### src/rtl/apt_pkg.sv
package apt_pkg;

  // Step value for a table index: 0 means the full-ring period.
  function automatic int k_from_index(input int idx, input int num, input int ring);
    int q;
    if (idx == 0) return 0;
    q = num / idx;
    if (q >= ring) return 0;
    return q;
  endfunction

  // Ticks between pulses for a given step value.
  function automatic int period_of(input int k, input int ring);
    return (k == 0) ? ring : k;
  endfunction

endpackage

### src/rtl/apt_phase_ring.sv
module apt_phase_ring #(
  parameter int RING_BITS = 6
) (
  input  logic                 clk_tick,
  input  logic                 rst_n,
  output logic [RING_BITS-1:0] pos_o,
  output logic                 armed_o
);
  localparam logic [RING_BITS-1:0] LAST_CELL = '1;

  logic [RING_BITS-1:0] pos_q;
  logic                 armed_q;
  logic                 wrap_evt;

  assign wrap_evt = (pos_q == LAST_CELL);

  always_ff @(posedge clk_tick or negedge rst_n) begin
    if (!rst_n) begin
      pos_q   <= '0;
      armed_q <= 1'b0;
    end else begin
      pos_q <= pos_q + 1'b1;
      if (wrap_evt) armed_q <= 1'b1;
    end
  end

  assign pos_o   = pos_q;
  assign armed_o = armed_q;

  // once armed, the flag never drops until reset
  p_armed_sticky_r1: assert property (@(posedge clk_tick) disable iff (!rst_n)
    armed_q |=> armed_q);

endmodule

### src/rtl/apt_freq_map.sv
module apt_freq_map #(
  parameter int FREQ_W    = 8,
  parameter int MAP_BITS  = 5,
  parameter int RING_BITS = 6,
  parameter int K_NUM     = 480
) (
  input  logic                 clk_tick,
  input  logic                 rst_n,
  input  logic [FREQ_W-1:0]    fsw_f,
  input  logic [FREQ_W-1:0]    fss,
  output logic [RING_BITS-1:0] k_o
);
  localparam int SUM_W   = FREQ_W + 1;
  localparam int ENTRIES = 2 ** MAP_BITS;
  localparam int RING    = 2 ** RING_BITS;

  logic [SUM_W-1:0]     req_q;
  logic [MAP_BITS-1:0]  idx;
  logic [RING_BITS-1:0] lut [ENTRIES];

  always_ff @(posedge clk_tick or negedge rst_n) begin
    if (!rst_n) req_q <= '0;
    else        req_q <= {1'b0, fsw_f} + {1'b0, fss};
  end

  assign idx = req_q[SUM_W-1 -: MAP_BITS];

  for (genvar gi = 0; gi < ENTRIES; gi++) begin : g_lut
    assign lut[gi] = RING_BITS'(apt_pkg::k_from_index(gi, K_NUM, RING));
  end

  assign k_o = lut[idx];

  // a non-zero step is the largest integer whose product with the index stays within K_NUM
  p_k_quotient_r6: assert property (@(posedge clk_tick) disable iff (!rst_n)
    (k_o != '0) |-> ((int'(k_o) * int'(idx) <= K_NUM) &&
                     ((int'(k_o) + 1) * int'(idx) > K_NUM)));

  // an empty index always falls back to the full ring
  p_zero_index_r7: assert property (@(posedge clk_tick) disable iff (!rst_n)
    (idx == '0) |-> (k_o == '0));

endmodule

### src/rtl/apt_tap_accum.sv
module apt_tap_accum #(
  parameter int RING_BITS = 6
) (
  input  logic                 clk_tick,
  input  logic                 rst_n,
  input  logic [RING_BITS-1:0] pos_i,
  input  logic                 armed_i,
  input  logic [RING_BITS-1:0] k_i,
  output logic [RING_BITS-1:0] sel_o,
  output logic                 fire_o
);
  logic [RING_BITS-1:0] sel_q;
  logic                 fire;

  assign fire = armed_i && (pos_i == sel_q);

  always_ff @(posedge clk_tick or negedge rst_n) begin
    if (!rst_n)    sel_q <= '0;
    else if (fire) sel_q <= sel_q + k_i;
  end

  assign sel_o  = sel_q;
  assign fire_o = fire;

  // the tap only moves on a pulse
  p_tap_hold_r4: assert property (@(posedge clk_tick) disable iff (!rst_n)
    !fire |=> $stable(sel_q));

endmodule

### src/rtl/apt_clkgen.sv
module apt_clkgen #(
  parameter int RING_BITS = 6,
  parameter int FREQ_W    = 8,
  parameter int MAP_BITS  = 5,
  parameter int K_NUM     = 480
) (
  input  logic                 clk_tick,
  input  logic                 rst_n,
  input  logic [FREQ_W-1:0]    fsw_f,
  input  logic [FREQ_W-1:0]    fss,
  output logic                 clk_pulse,
  output logic [RING_BITS-1:0] tap_sel
);
  localparam int RING = 2 ** RING_BITS;

  logic [RING_BITS-1:0] ring_pos;
  logic                 ring_armed;
  logic [RING_BITS-1:0] step_k;
  logic [RING_BITS-1:0] tap_q;
  logic                 pulse_evt;

  apt_phase_ring #(.RING_BITS(RING_BITS)) u_ring (
    .clk_tick (clk_tick),
    .rst_n    (rst_n),
    .pos_o    (ring_pos),
    .armed_o  (ring_armed)
  );

  apt_freq_map #(
    .FREQ_W    (FREQ_W),
    .MAP_BITS  (MAP_BITS),
    .RING_BITS (RING_BITS),
    .K_NUM     (K_NUM)
  ) u_map (
    .clk_tick (clk_tick),
    .rst_n    (rst_n),
    .fsw_f    (fsw_f),
    .fss      (fss),
    .k_o      (step_k)
  );

  apt_tap_accum #(.RING_BITS(RING_BITS)) u_accum (
    .clk_tick (clk_tick),
    .rst_n    (rst_n),
    .pos_i    (ring_pos),
    .armed_i  (ring_armed),
    .k_i      (step_k),
    .sel_o    (tap_q),
    .fire_o   (pulse_evt)
  );

  assign clk_pulse = pulse_evt;
  assign tap_sel   = tap_q;

  // Observation counters for the period and start-up checks
  logic [RING_BITS:0]   gap_cnt;
  logic [RING_BITS:0]   boot_cnt;
  logic [RING_BITS-1:0] k_at_pulse;
  logic                 seen_pulse;

  always_ff @(posedge clk_tick or negedge rst_n) begin
    if (!rst_n) begin
      gap_cnt    <= '0;
      boot_cnt   <= '0;
      k_at_pulse <= '0;
      seen_pulse <= 1'b0;
    end else begin
      if (boot_cnt != (RING_BITS+1)'(RING)) boot_cnt <= boot_cnt + 1'b1;
      if (pulse_evt) begin
        gap_cnt    <= (RING_BITS+1)'(1);
        k_at_pulse <= step_k;
        seen_pulse <= 1'b1;
      end else if (gap_cnt != '1) begin
        gap_cnt <= gap_cnt + 1'b1;
      end
    end
  end

  // no pulse before a full ring has elapsed since reset
  p_no_early_pulse_r1: assert property (@(posedge clk_tick) disable iff (!rst_n)
    pulse_evt |-> (boot_cnt == (RING_BITS+1)'(RING)) || seen_pulse);

  // spacing between pulses matches the step sampled at the previous pulse
  p_period_r3: assert property (@(posedge clk_tick) disable iff (!rst_n)
    (pulse_evt && seen_pulse) |->
      (int'(gap_cnt) == apt_pkg::period_of(int'(k_at_pulse), RING)));

endmodule

### config.mk
export PLATFORM = sky130hd
export DESIGN_NAME = apt_clkgen
export DESIGN_NICKNAME = d
export VERILOG_FILES = /design/src/rtl/apt_pkg.sv /design/src/rtl/apt_phase_ring.sv /design/src/rtl/apt_freq_map.sv /design/src/rtl/apt_tap_accum.sv /design/src/rtl/apt_clkgen.sv
export SDC_FILE = /design/constraint.sdc
export NUM_CORES = 1
export LEC_CHECK = 0
export BUFFER_PORTS_ARGS = -buffer_cell sky130_fd_sc_hd__buf_4
export CELL_PAD_IN_SITES_DETAIL_PLACEMENT = 0
export CELL_PAD_IN_SITES_GLOBAL_PLACEMENT = 1
export CORE_AREA = 3 3 59 61
export DETAILED_ROUTE_END_ITERATION = 10
export DIE_AREA = 0 0 62 64
export GPL_TIMING_DRIVEN = 0
export PLACE_DENSITY_LB_ADDON = 0.1
export SKIP_CTS_REPAIR_TIMING = 1
export SYNTH_ARGS = -nofsm -noshare
export SYNTH_HDL_FRONTEND = slang
export SYNTH_SLANG_ARGS = --single-unit
### constraint.sdc
create_clock -name clk_tick -period 6.1 [get_ports clk_tick]
set_input_delay 0.61 -clock clk_tick [delete_from_list [all_inputs] [get_ports clk_tick]]
set_output_delay 0.61 -clock clk_tick [all_outputs]
set_load 0.1 [all_outputs]
Word-level counts from Yosys, hierarchy flattened:

Memory sizes are Yosys's and may differ from the RTL's.
Cells that the tools add are included.
Widths: inputs -> output; s select.

* bitwise operators: 1
* $add $sub $neg: 3
* equal/unequal tests: 2
* mux-type cells: 2
* $lt $le $gt $ge: 1
* reductions and logical operators: 1

Operators by type and width (count)
* $mux 6: 2
* $add 8x8->9: 1
* $add 6x1->6 const B: 1
* $add 6x6->6: 1
* $eq 6x6->1: 1
* $eq 6x6->1 const B: 1
* $ge 6x6->1 const B: 1
* $not 5->6: 1
* $logic_and 1x1->1: 1

* memories: 1
* output and inout bits: 7
* ROM bits: 192
* bits in registers: 22
* input port bits: 18

Memory list
* (name not given): words 32, bits a word 6, read ports 1, clocked after Yosys merged registers in 0, write ports 0, line apt_freq_map.sv:32 `assign k_o = lut[idx];`

Logic depth before layout (Yosys ltp):

Gate-level depths: netlist (run 1).

* word-level depth: 5
* depth in mapped cells: 13
* mapped depth without buffers: 13

By module:

From an unflattened synthesis (run 1), not the netlist that was laid out.

* cell total of the unflattened synthesis: 143
* area, all modules: 1402.6 um2

By module, submodules not included
* apt_freq_map: times used 1, cells an instance 78, area each 650.6 um2
* apt_tap_accum: times used 1, cells an instance 46, area each 493.0 um2
* apt_phase_ring: times used 1, cells an instance 19, area each 259.0 um2

Worst setup path before layout (run 1):

OpenSTA, ideal clock, no wires.

* path kind: register to output
* from: reg u_accum.sel_q[3] (netlist: u_accum.sel_o[3])
* to: out clk_pulse
* cell stages (with the launch flop): 3
* arrival time: 3334 ps
* setup slack: 2156 ps
* path buffers: 0
* cells stage by stage: dfrtp_1 xor2_1 nor3_1

* longest elaborated chain between the ends: 2

Ends and longest elaborated chain
* start, declared: line apt_tap_accum.sv:12 `logic [RING_BITS-1:0] sel_q;`
* start signal, assigned: line apt_tap_accum.sv:19 `else if (fire) sel_q <= sel_q + k_i;`
* $eq 6x6->1: line apt_tap_accum.sv:15 `assign fire = armed_i && (pos_i == sel_q);`
* $logic_and 1x1->1: line apt_tap_accum.sv:15
* end, declared: line apt_clkgen.sv:11 `output logic clk_pulse,`

Every way passes these cells.

Worst setup path after layout (run 1):

* from: reg u_map.req_q[5]
* to: reg u_accum.sel_q[4] (netlist: u_accum.sel_o[4])

* longest elaborated chain between the ends: 5

Ends and longest elaborated chain
* start, declared: line apt_freq_map.sv:17 `logic [SUM_W-1:0] req_q;`
* start signal, assigned: line apt_freq_map.sv:23 `else req_q <= {1'b0, fsw_f} + {1'b0, fss};`
* $not 5->6 (not written as such): line apt_freq_map.sv:32
* $mem_v2 32x6
* $mux 6 (not written as such) (2 in a row): line apt_freq_map.sv:32
* $add 6x6->6: line apt_tap_accum.sv:19

Every way passes these cells. The select of a mux whose other input is x is not followed.
A chain may end at the register's enable or synchronous reset.

==> impl_metrics.csv, run 1 <==
group,metric,value,unit
status,status,"finished clean",
synth,synth-async-reset-ratio,1.00,
synth,syn_area,0.00135,mm^2
setup_path,r2r-end,"u_accum.sel_o[4]",
run,cap_violations,0,
global_routing,grt_pass1_vias,984,
sta,hold_viol_final,0,
setup_path,worstSetupStartpointType,"flop",
synth,synthMuxAreaShare,0.0566,
synth,synthTopCellsByCount,"dfrtp_1 (18), ha_1 (18), nand2_1 (13), o21ai_0 (12), xnor2_1 (12)",
die,rows,20,
sta,relSlewSlack,0.689,
placement,portBuffers,24,
setup_path,cp_max_fo,4,
synth,syn_avg_cell_area,9.70,um^2
sta,skew,0.00393,ns
drt,dr.pass1.iters,4,
drt,wirelength,2530,um
synth,synth-compound-area-share,0.149,
setup_path,path_common_cell,"inv_1",
global_routing,use_met2,0.222,
final_layout,nNetsFinal,205,
global_routing,grt_overflow_total,0,
sta,fmax,357,MHz
hold_path,min_path_type,"in2async",
placement,post-dp-hpwl,2140,um
power_and_ir_drop,leakage,0.796,nW
setup_path,endpoint,"u_accum.sel_o[4]",
setup_path,cpPeakStageDelay,0.44,ns
drt,vias,1057,
global_routing,antenna_found_initial,0,
sta,worstMarginPinSlew,0.465,ns
final_layout,final_layout_size_suffix_gt1_frac,0.222,
placement,place_congestion,0.804,
synth,synthFlopType,"dfrtp_1",
power_and_ir_drop,ir_drop,92.8,uV
sta,tns,0,ns
setup_path,startpoint,"u_map.req_q[5]",
global_routing,track_usage,0.143,
final_layout,post-route-util,0.535,
synth,synth-edff-count,0,
global_routing,busiest_layer,"met2",
setup_path,critPathKind,"reg2reg",
sta,period_needed,2.80,ns
drt,drtIter0Drc,61,
synth,ys_ff_latch,18,
synth,synth_simple_gate_area_frac,0.136,
global_routing,grt_use_met3,0.0303,
die,die-width,62,um
global_routing,grt.met1_usage,0.197,
clock_network,path_clk_slew,0.10,ns
sta,rsz0062_at_grt,"no",
sta,fin_crit_sh,0.459,
final_layout,area_delta_synth_final,20.1,%
die,start_util,0.445,
global_routing,grt_first_pass_wirelength,4290,um
drt,postRouteAntennaNets,0,
final_layout,diodes,0,
clock_network,cts_root_buffer,"clkbuf_4",
synth,netlist_instances,139,
clock_network,htree_levels,1,
clock_network,cts_tree,"done",
synth,synth_top_family_by_area,"adder cells",
synth,synth_area_leaders,"dfrtp_1 (33%), ha_1 (17%), xnor2_1 (7.8%)",
synth,syn_nets,176,
clock_network,clk_latency,0.28,ns
clock_network,numCtsBuffers,3,
die,die_y,64,um
synth,synth_top_area_frac,0.334,
die,design.core.area,0.00303,mm^2
setup_path,endpoint_kind,"flop",
setup_path,required,6.27,ns
drt,wl_per_cell,12.0,um
power_and_ir_drop,p_per_area,194,mW/mm^2
setup_path,r2r_cells,12,
setup_path,path_cells,"inv_1 > ha_1 > nor3_1 > or3b_2 > a32oi_1 > inv_1 > fa_1 > inv_1 > a21o_1 > a21oi_1 > xnor2_1 > mux2_2",
synth,synth_xor_area_frac,0.110,
setup_path,cp_slowest_cell,"or3b_2",
synth,yosys.area.top_type,"dfrtp_1",
sta,setup_viol,0,
synth,synth_fa_ha_area_frac,0.182,
clock_network,clock_sinks,18,
synth,ys_types,33,
clock_network,cts_buffer_depth,2,
die,ios,25,
global_routing,grt_max_degree,19,
setup_path,r2r_slack,3.30,ns
synth,synth_warnings,0,
sta,slew_viol_final,0,
drt,drc,0,
setup_path,timing.rr.start,"u_map.req_q[5]",
setup_path,critPathArrivalTime,2.97,ns
drt,avgViaCountPerCell,5.01,
synth,synth-seq-area-share,0.334,
die,die_area,0.00397,mm^2
## per-stage QoR
step,power [mW],hold WS [ns],worst slack (ns),cells,area [um^2]
2_1_floorplan,0.216,0.314,2.16,139,1350
3_3_place_gp,0.244,0.485,3.32,207,1580
3_5_place_dp,0.247,0.491,3.30,207,1580
4_1_cts,0.318,0.172,3.28,211,1620
5_1_grt,0.343,0.161,3.11,211,1620
6_report,0.314,0.168,3.30,211,1620
## registers in the layout, indices dropped and copies added, names as in the netlist
signal	count
u_accum.sel_o	6
u_map.req_q	5
u_ring.pos_o	6
u_ring.armed_o	1
## worst max-delay path, delay by kind of cell (launching register included)
| kind | cells | cell delay (ns) |
|---|---|---|
| xor+xnor | 1 | 0.12 |
| flops | 1 | 0.42 |
| mux | 1 | 0.25 |
| buf+inv | 3 | 0.29 |
| fa+ha+maj | 2 | 0.64 |
| compound gates | 3 | 0.46 |
| simple gates | 2 | 0.49 |
## power by group
part | internal (mW) | total, mW | switching (mW)
Clock | 0.0363 | 0.0702 | 0.0339
Combinational | 0.0502 | 0.113 | 0.0633
Sequential | 0.126 | 0.131 | 0.00479
## cells in the final DEF, fill, tap and decap left out, drive strengths merged, types with 4 or more instances in the layout
| cell type | synthesis | routed |
|---|---|---|
| mux2 | 5 | 5 |
| a21o | 5 | 5 |
| a21oi | 4 | 4 |
| nand2 | 13 | 13 |
| inv | 8 | 8 |
| xor2 | 5 | 5 |
| nand3 | 6 | 6 |
| ha | 18 | 18 |
| nor2 | 5 | 5 |
| xnor2 | 12 | 12 |
| clkbuf | 2 | 6 |
| buf | 1 | 25 |
| o21ai | 13 | 13 |
| dfrtp | 18 | 18 |
## layout make-up
type,instances,area [um^2]
timing repair buffer,24,180
fill,293,1410
tap,44,55.1
clock buffer,4,36.3
sequential,18,450
buffer,3,12.5
inverter,8,30.0
multi-input combinational,110,856
## worst min-delay path by stage
stage / endpoint / depth (start not counted)
after floorplan: u_accum.sel_o[0] / 0
after global placement: u_ring.pos_o[0] / 1
after detailed placement: u_accum.sel_o[1] / 1
after CTS: u_ring.pos_o[0] / 1
after global routing: u_accum.sel_o[1] / 1
final: u_ring.pos_o[0] / 1
## cell families (layout without fill, tap and decap cells)
family	after synthesis	count (layout)
buffers and inverters	11	39
AOI/OAI and AO/OA	32	32
muxes	7	7
and+or+nand+nor	35	35
adders and majority gates	19	19
DFF	18	18
xor gates and xnor gates	17	17
## per-layer routing
| layer | vias to the layer above | share of wire |
|---|---|---|
| met4 | 0 | 0.0075 |
| met2 | 13 | 0.49 |
| met3 | 2 | 0.025 |
| li1 | 548 | - |
| met1 | 494 | 0.48 |
| met5 | - | 0 |
Note: power is estimated with default switching activity, not from simulation.
==> inputs of run 2 (changes only) <==
--- a/config.mk
+++ b/config.mk
@@ -8,9 +8,9 @@
 export BUFFER_PORTS_ARGS = -buffer_cell sky130_fd_sc_hd__buf_4
 export CELL_PAD_IN_SITES_DETAIL_PLACEMENT = 0
 export CELL_PAD_IN_SITES_GLOBAL_PLACEMENT = 1
-export CORE_AREA = 3 3 59 61
+export CORE_AREA = 3 3 61 63
 export DETAILED_ROUTE_END_ITERATION = 10
-export DIE_AREA = 0 0 62 64
+export DIE_AREA = 0 0 64 66
 export GPL_TIMING_DRIVEN = 0
 export PLACE_DENSITY_LB_ADDON = 0.1
 export SKIP_CTS_REPAIR_TIMING = 1
==> constraint.sdc (replaced) <==
create_clock -name clk_tick -period 2.9 [get_ports clk_tick]
set_input_delay 0.29 -clock clk_tick [delete_from_list [all_inputs] [get_ports clk_tick]]
set_output_delay 0.29 -clock clk_tick [all_outputs]
set_load 0.1 [all_outputs]
==> impl_metrics.csv, run 2 (synthesis results as in run 1) <==
group,metric,value,unit
power_and_ir_drop,ir_drop,220,uV
setup_path,r2r_cells,12,
drt,met3WireLength,82,um
sta,setup_viol,0,
setup_path,critPathArrivalTime,2.94,ns
setup_path,cpLargestDelayFamily,"adder cells",
drt,wl_met1,1230,um
drt,wirelength,2500,um
clock_network,cts_tree,"done",
final_layout,diodes,0,
sta,fin_crit_sh,0.953,
die,ios,25,
power_and_ir_drop,leakage,0.797,nW
power_and_ir_drop,netSwitchingPower,0.226,mW
global_routing,antenna_found_initial,0,
setup_path,r2r_slack,0.14,ns
sta,worstMarginPinSlew,0.459,ns
final_layout,fillCellCount,330,
setup_path,endpoint_kind,"flop",
sta,slew_viol_final,0,
sta,fmax,362,MHz
sta,skew,0.00787,ns
setup_path,path_cells,"inv_2 > ha_2 > nor3_1 > or3b_2 > a32oi_2 > inv_1 > fa_1 > inv_1 > a21o_1 > a21oi_1 > xnor2_1 > mux2_2",
final_layout,nNetsFinal,206,
drt,wl_per_cell,11.7,um
power_and_ir_drop,power.internal,0.451,mW
hold_path,min-delay-start,"fss[7]",
drt,drtIter0Drc,45,
setup_path,crit_buf_inv,3,
clock_network,clk_latency,0.29,ns
final_layout,final_layout_size_suffix_gt1_frac,0.250,
drt,avgViaCountPerCell,4.93,
die,rows,21,
power_and_ir_drop,switching_share,0.333,
sta,rsz0062_at_grt,"no",
setup_path,worstSetupStartpointType,"flop",
sta,setup_ws,0.136,ns
clock_network,htree_levels,1,
setup_path,crit_cells,12,
setup_path,required,3.08,ns
final_layout,post-route-util,0.502,
final_layout,area_delta_synth_final,22.2,%
setup_path,timing.rr.start,"u_map.req_q[5]",
sta,tns,0,ns
power_and_ir_drop,clkPwrFrac,0.225,
drt,dr.pass1.iters,4,
hold_path,whs_endpoint,"u_map.req_q[8]",
drt,wl_met2,1170,um
placement,place_ws,0.0513,ns
global_routing,grt_overflow_total,0,
setup_path,cp_slowest_cell,"or3b_2",
power_and_ir_drop,p_seq_frac,0.407,
placement,place_congestion,0.825,
clock_network,path_clk_slew,0.09,ns
clock_network,numCtsBuffers,3,
sta,period_needed,2.76,ns
global_routing,grt_first_pass_wirelength,4220,um
power_and_ir_drop,comb_power_share,0.368,
run,cap_violations,0,
setup_path,critPathKind,"reg2reg",
setup_path,cp_max_fo,4,
drt,drc,0,
global_routing,track_usage,0.128,
clock_network,cts_root_buffer,"clkbuf_4",
die,design.core.area,0.00328,mm^2
power_and_ir_drop,p_per_area,411,mW/mm^2
die,die-width,64,um
sta,hold_viol_final,0,
die,die_y,66,um
hold_path,worstHoldPathCells,3,
die,start_util,0.411,
drt,vias,1054,
global_routing,grt_pass1_vias,975,
setup_path,cpPeakStageDelay,0.44,ns
global_routing,grt_max_degree,19,
setup_path,path_common_cell,"inv_1",
final_layout,final_common_cell,"buf_4",
drt,routed.top_layer,"met4",
clock_network,clock_sinks,18,
setup_path,r2r-end,"u_accum.sel_o[4]",
die,die_area,0.00422,mm^2
placement,post-dp-hpwl,2080,um
drt,postRouteAntennaNets,0,
sta,relSlewSlack,0.693,
final_layout,mostFrequentLayoutCells,"buf_4 (24), dfrtp_1 (18), ha_1 (17)",
status,status,"finished clean",
hold_path,min_path_type,"in2reg",
placement,portBuffers,24,
clock_network,cts_buffer_depth,2,
run 2: area by class of cell:
class                      instances  area [um^2]  share of cell area
clock buffer                       4         36.3              0.0220
sequential                        18          450               0.273
timing repair buffer              25          190               0.115
inverter                           8         30.0              0.0182
buffer                             3         12.5             0.00759
multi-input combinational        110          871               0.528
tap                               46         57.6              0.0349
run 2: power groups by stage:
| stage | Clock (mW) | Sequential, mW | Combinational [mW] |
|---|---|---|---|
| 4_1_cts | 0.158 | 0.275 | 0.244 |
| 2_1_floorplan | 0 | 0.277 | 0.177 |
| 3_3_place_gp | 0 | 0.279 | 0.236 |
| 5_1_grt | 0.169 | 0.278 | 0.284 |
| 3_5_place_dp | 0 | 0.280 | 0.241 |
| 6_report | 0.152 | 0.275 | 0.249 |
run 2: worst reg2reg max path, stage by stage (launching register included):
cell	delay, ns
dfrtp_1	0.43
inv_2	0.09
ha_2	0.20
nor3_1	0.05
or3b_2	0.44
a32oi_2	0.24
inv_1	0.09
fa_1	0.44
inv_1	0.07
a21o_1	0.12
a21oi_1	0.09
xnor2_1	0.14
mux2_2	0.26
run 2: worst max path at each step:
stage                                start          endpoint  slack [ns]
after floorplan           u_accum.sel_o[3]         clk_pulse        0.11
after global placement      u_map.req_q[4]  u_accum.sel_o[4]        0.11
after detailed placement    u_map.req_q[4]  u_accum.sel_o[4]        0.05
after CTS                   u_map.req_q[4]  u_accum.sel_o[4]        0.03
after global routing        u_map.req_q[5]  u_accum.sel_o[4]       0.002
final                       u_map.req_q[5]  u_accum.sel_o[4]        0.14
run 2: per-stage QoR:
| stage | instances | power [mW] | hold slack [ns] | cell area [um^2] |
|---|---|---|---|---|
| final | 214 | 0.677 | 0.312 | 1650 |
| after global routing | 214 | 0.731 | 0.320 | 1650 |
| after CTS | 213 | 0.676 | -0.161 | 1630 |
| after detailed placement | 209 | 0.521 | 0.170 | 1590 |
| after global placement | 209 | 0.516 | 0.166 | 1590 |
| after floorplan | 139 | 0.454 | -0.00559 | 1350 |
run 2: metal layers:
layer,up-vias,global-route usage
li1,553,-
met4,0,0.0566
met3,2,0.0170
met5,-,0
met1,484,0.165
met2,15,0.213
==> inputs of run 3 (changes only) <==
--- a/config.mk
+++ b/config.mk
@@ -5,12 +5,13 @@
 export SDC_FILE = /design/constraint.sdc
 export NUM_CORES = 1
 export LEC_CHECK = 0
+export ABC_AREA = 1
 export BUFFER_PORTS_ARGS = -buffer_cell sky130_fd_sc_hd__buf_4
 export CELL_PAD_IN_SITES_DETAIL_PLACEMENT = 0
 export CELL_PAD_IN_SITES_GLOBAL_PLACEMENT = 1
-export CORE_AREA = 3 3 61 63
+export CORE_AREA = 3 3 68 70
 export DETAILED_ROUTE_END_ITERATION = 10
-export DIE_AREA = 0 0 64 66
+export DIE_AREA = 0 0 71 73
 export GPL_TIMING_DRIVEN = 0
 export PLACE_DENSITY_LB_ADDON = 0.1
 export SKIP_CTS_REPAIR_TIMING = 1
==> impl_metrics.csv, run 3 <==
group,metric,value,unit
synth,synth_area_leaders,"dfrtp_1 (28%), nand2_1 (19%), ha_1 (14%)",
placement,portBuffers,24,
sta,rsz0062_at_grt,"no",
final_layout,post-route-util,0.476,
hold_path,min_path_type,"in2reg",
final_layout,diodes,0,
setup_path,critPathArrivalTime,2.54,ns
synth,synth-seq-area-share,0.280,
sta,tns,0,ns
global_routing,grt_pass1_vias,1275,
synth,synth_warnings,0,
clock_network,cts_buffer_depth,2,
die,die_y,73,um
drt,drc,0,
placement,place_ws,0.480,ns
global_routing,grt_max_degree,19,
synth,synth_most_common_cell,"nand2_1",
setup_path,worstSetupStartpointType,"flop",
drt,wirelength,3360,um
setup_path,required,3.05,ns
synth,synth-async-reset-ratio,1.00,
setup_path,cp_max_fo,4,
die,die-width,71,um
status,status,"finished clean",
final_layout,seq_area,450,um^2
sta,setup_viol,0,
clock_network,numCtsBuffers,3,
sta,setup_ws,0.502,ns
synth,ys_ff_latch,18,
final_layout,final_common_cell,"nand2_1",
drt,avgViaCountPerCell,4.56,
synth,synthFlopType,"dfrtp_1",
power_and_ir_drop,ir_drop,301,uV
global_routing,grt_first_pass_wirelength,5740,um
synth,synth_fa_ha_area_frac,0.152,
synth,syn_area,0.00161,mm^2
clock_network,clock_sinks,18,
sta,relSlewSlack,0.787,
synth,ys_types,25,
synth,yosys.area.top_type,"dfrtp_1",
final_layout,final_layout_size_suffix_gt1_frac,0.127,
sta,fmax,417,MHz
synth,synth_top_family_by_area,"simple AND/OR/NAND/NOR gates",
drt,drtIter0Drc,78,
sta,skew,0.00635,ns
synth,syn_nets,284,
clock_network,cts_root_buffer,"clkbuf_8",
final_layout,fin_area,0.00192,mm^2
sta,slew_viol_final,0,
drt,wl_per_cell,10.3,um
synth,syn_avg_cell_area,6.52,um^2
placement,post-dp-hpwl,2860,um
die,start_util,0.400,
clock_network,clk_latency,0.25,ns
die,design.core.area,0.00403,mm^2
final_layout,multi_input_area,965,um^2
synth,synthMuxAreaShare,0,
final_layout,fillCellCount,438,
final_layout,nNetsFinal,314,
synth,synthTopCellsByCount,"nand2_1 (82), inv_1 (50), dfrtp_1 (18), ha_1 (18), nand3_1 (17)",
setup_path,critPathKind,"reg2reg",
synth,synth-compound-area-share,0.0893,
drt,dr.pass1.iters,4,
clock_network,path_clk_slew,0.07,ns
sta,fin_crit_sh,0.827,
sta,hold_viol_final,0,
placement,placed_area,0.00185,mm^2
placement,place_congestion,0.809,
sta,period_needed,2.40,ns
power_and_ir_drop,leakage,1.11,nW
die,rows,23,
final_layout,area_delta_synth_final,19.1,%
clock_network,htree_levels,1,
global_routing,grt_overflow_total,0,
clock_network,cts_tree,"done",
synth,netlist_instances,247,
synth,synth_simple_gate_area_frac,0.325,
die,ios,25,
sta,worstMarginPinSlew,0.317,ns
drt,postRouteAntennaNets,0,
power_and_ir_drop,p_per_area,370,mW/mm^2
synth,synth_top_area_frac,0.280,
synth,synth-edff-count,0,
run,cap_violations,0,
drt,vias,1487,
die,die_area,0.00518,mm^2
global_routing,antenna_found_initial,0,
final_layout,mostFrequentLayoutCells,"nand2_1 (82), inv_1 (50), buf_4 (24)",
global_routing,track_usage,0.138,
setup_path,endpoint_kind,"flop",
synth,synth_xor_area_frac,0.0326,
[run 3: cells by family after synthesis]
logic type               count (synthesis)
AND/OR/NAND/NOR                        125
buffers and inverters                   52
AO/OA/AOI/OAI                           27
adder cells (fa/ha/maj)                 19
flip-flops                              18
XOR/XNOR                                 6
[run 3: report_power, final]
group          internal, mW  switching [mW]
logic                0.0943           0.143
registers             0.263          0.0120
clock network         0.120          0.0775
[run 3: path summary, 6_finish.rpt]
path / from / end / slack [ns] / depth (start not counted)
worst min-delay path: fss[7] / u_map.req_q[8] / 0.38 / 4
min in group asynchronous: rst_n / u_accum.sel_o[4] / 0.44 / 2
worst max-delay path: u_map.req_q[4] / u_accum.sel_o[4] / 0.50 / 13
worst max register to register: u_map.req_q[4] / u_accum.sel_o[4] / 0.50 / 13
worst min register to register: u_ring.armed_o / u_ring.armed_o / 0.50 / 2
max in group asynchronous: rst_n / u_map.req_q[5] / 2.26 / 2
[run 3: critical path, stage by stage (launching register included)]
cell and delay (ns):
dfrtp_1 0.39, inv_1 0.09, ha_1 0.32, o211ai_1 0.18, nand3_1 0.08, o21ai_0 0.09, ha_1 0.22, inv_1 0.06
fa_1 0.39, nand3b_1 0.19, nand3_1 0.09, nand2_1 0.06, nor2_1 0.09, nor2_1 0.04
[run 3: area by class of cell]
cell class              instances  area share
plain buffers                   1     0.00261
multi-input cells             177       0.503
well taps                      50      0.0326
inverters                      51      0.0997
repair buffers                 25      0.0991
flip-flops and latches         18       0.235
clock buffers                   4      0.0287
[run 3: stage by stage]
step | hold WS [ns] | power [mW] | instances
floorplan | -0.00559 | 0.448 | 247
finish | 0.380 | 0.710 | 326
global placement | 0.171 | 0.519 | 321
global route | 0.401 | 0.774 | 326
detailed placement | 0.172 | 0.515 | 321
CTS | -0.102 | 0.716 | 325
[run 3: per-layer routing]
layer  wire, um  GRT usage  share of wire
met1       1810      0.203           0.54
met2       1410      0.203           0.42
met3         92     0.0262          0.027
met4         45     0.0418          0.013
met5          0          0              0
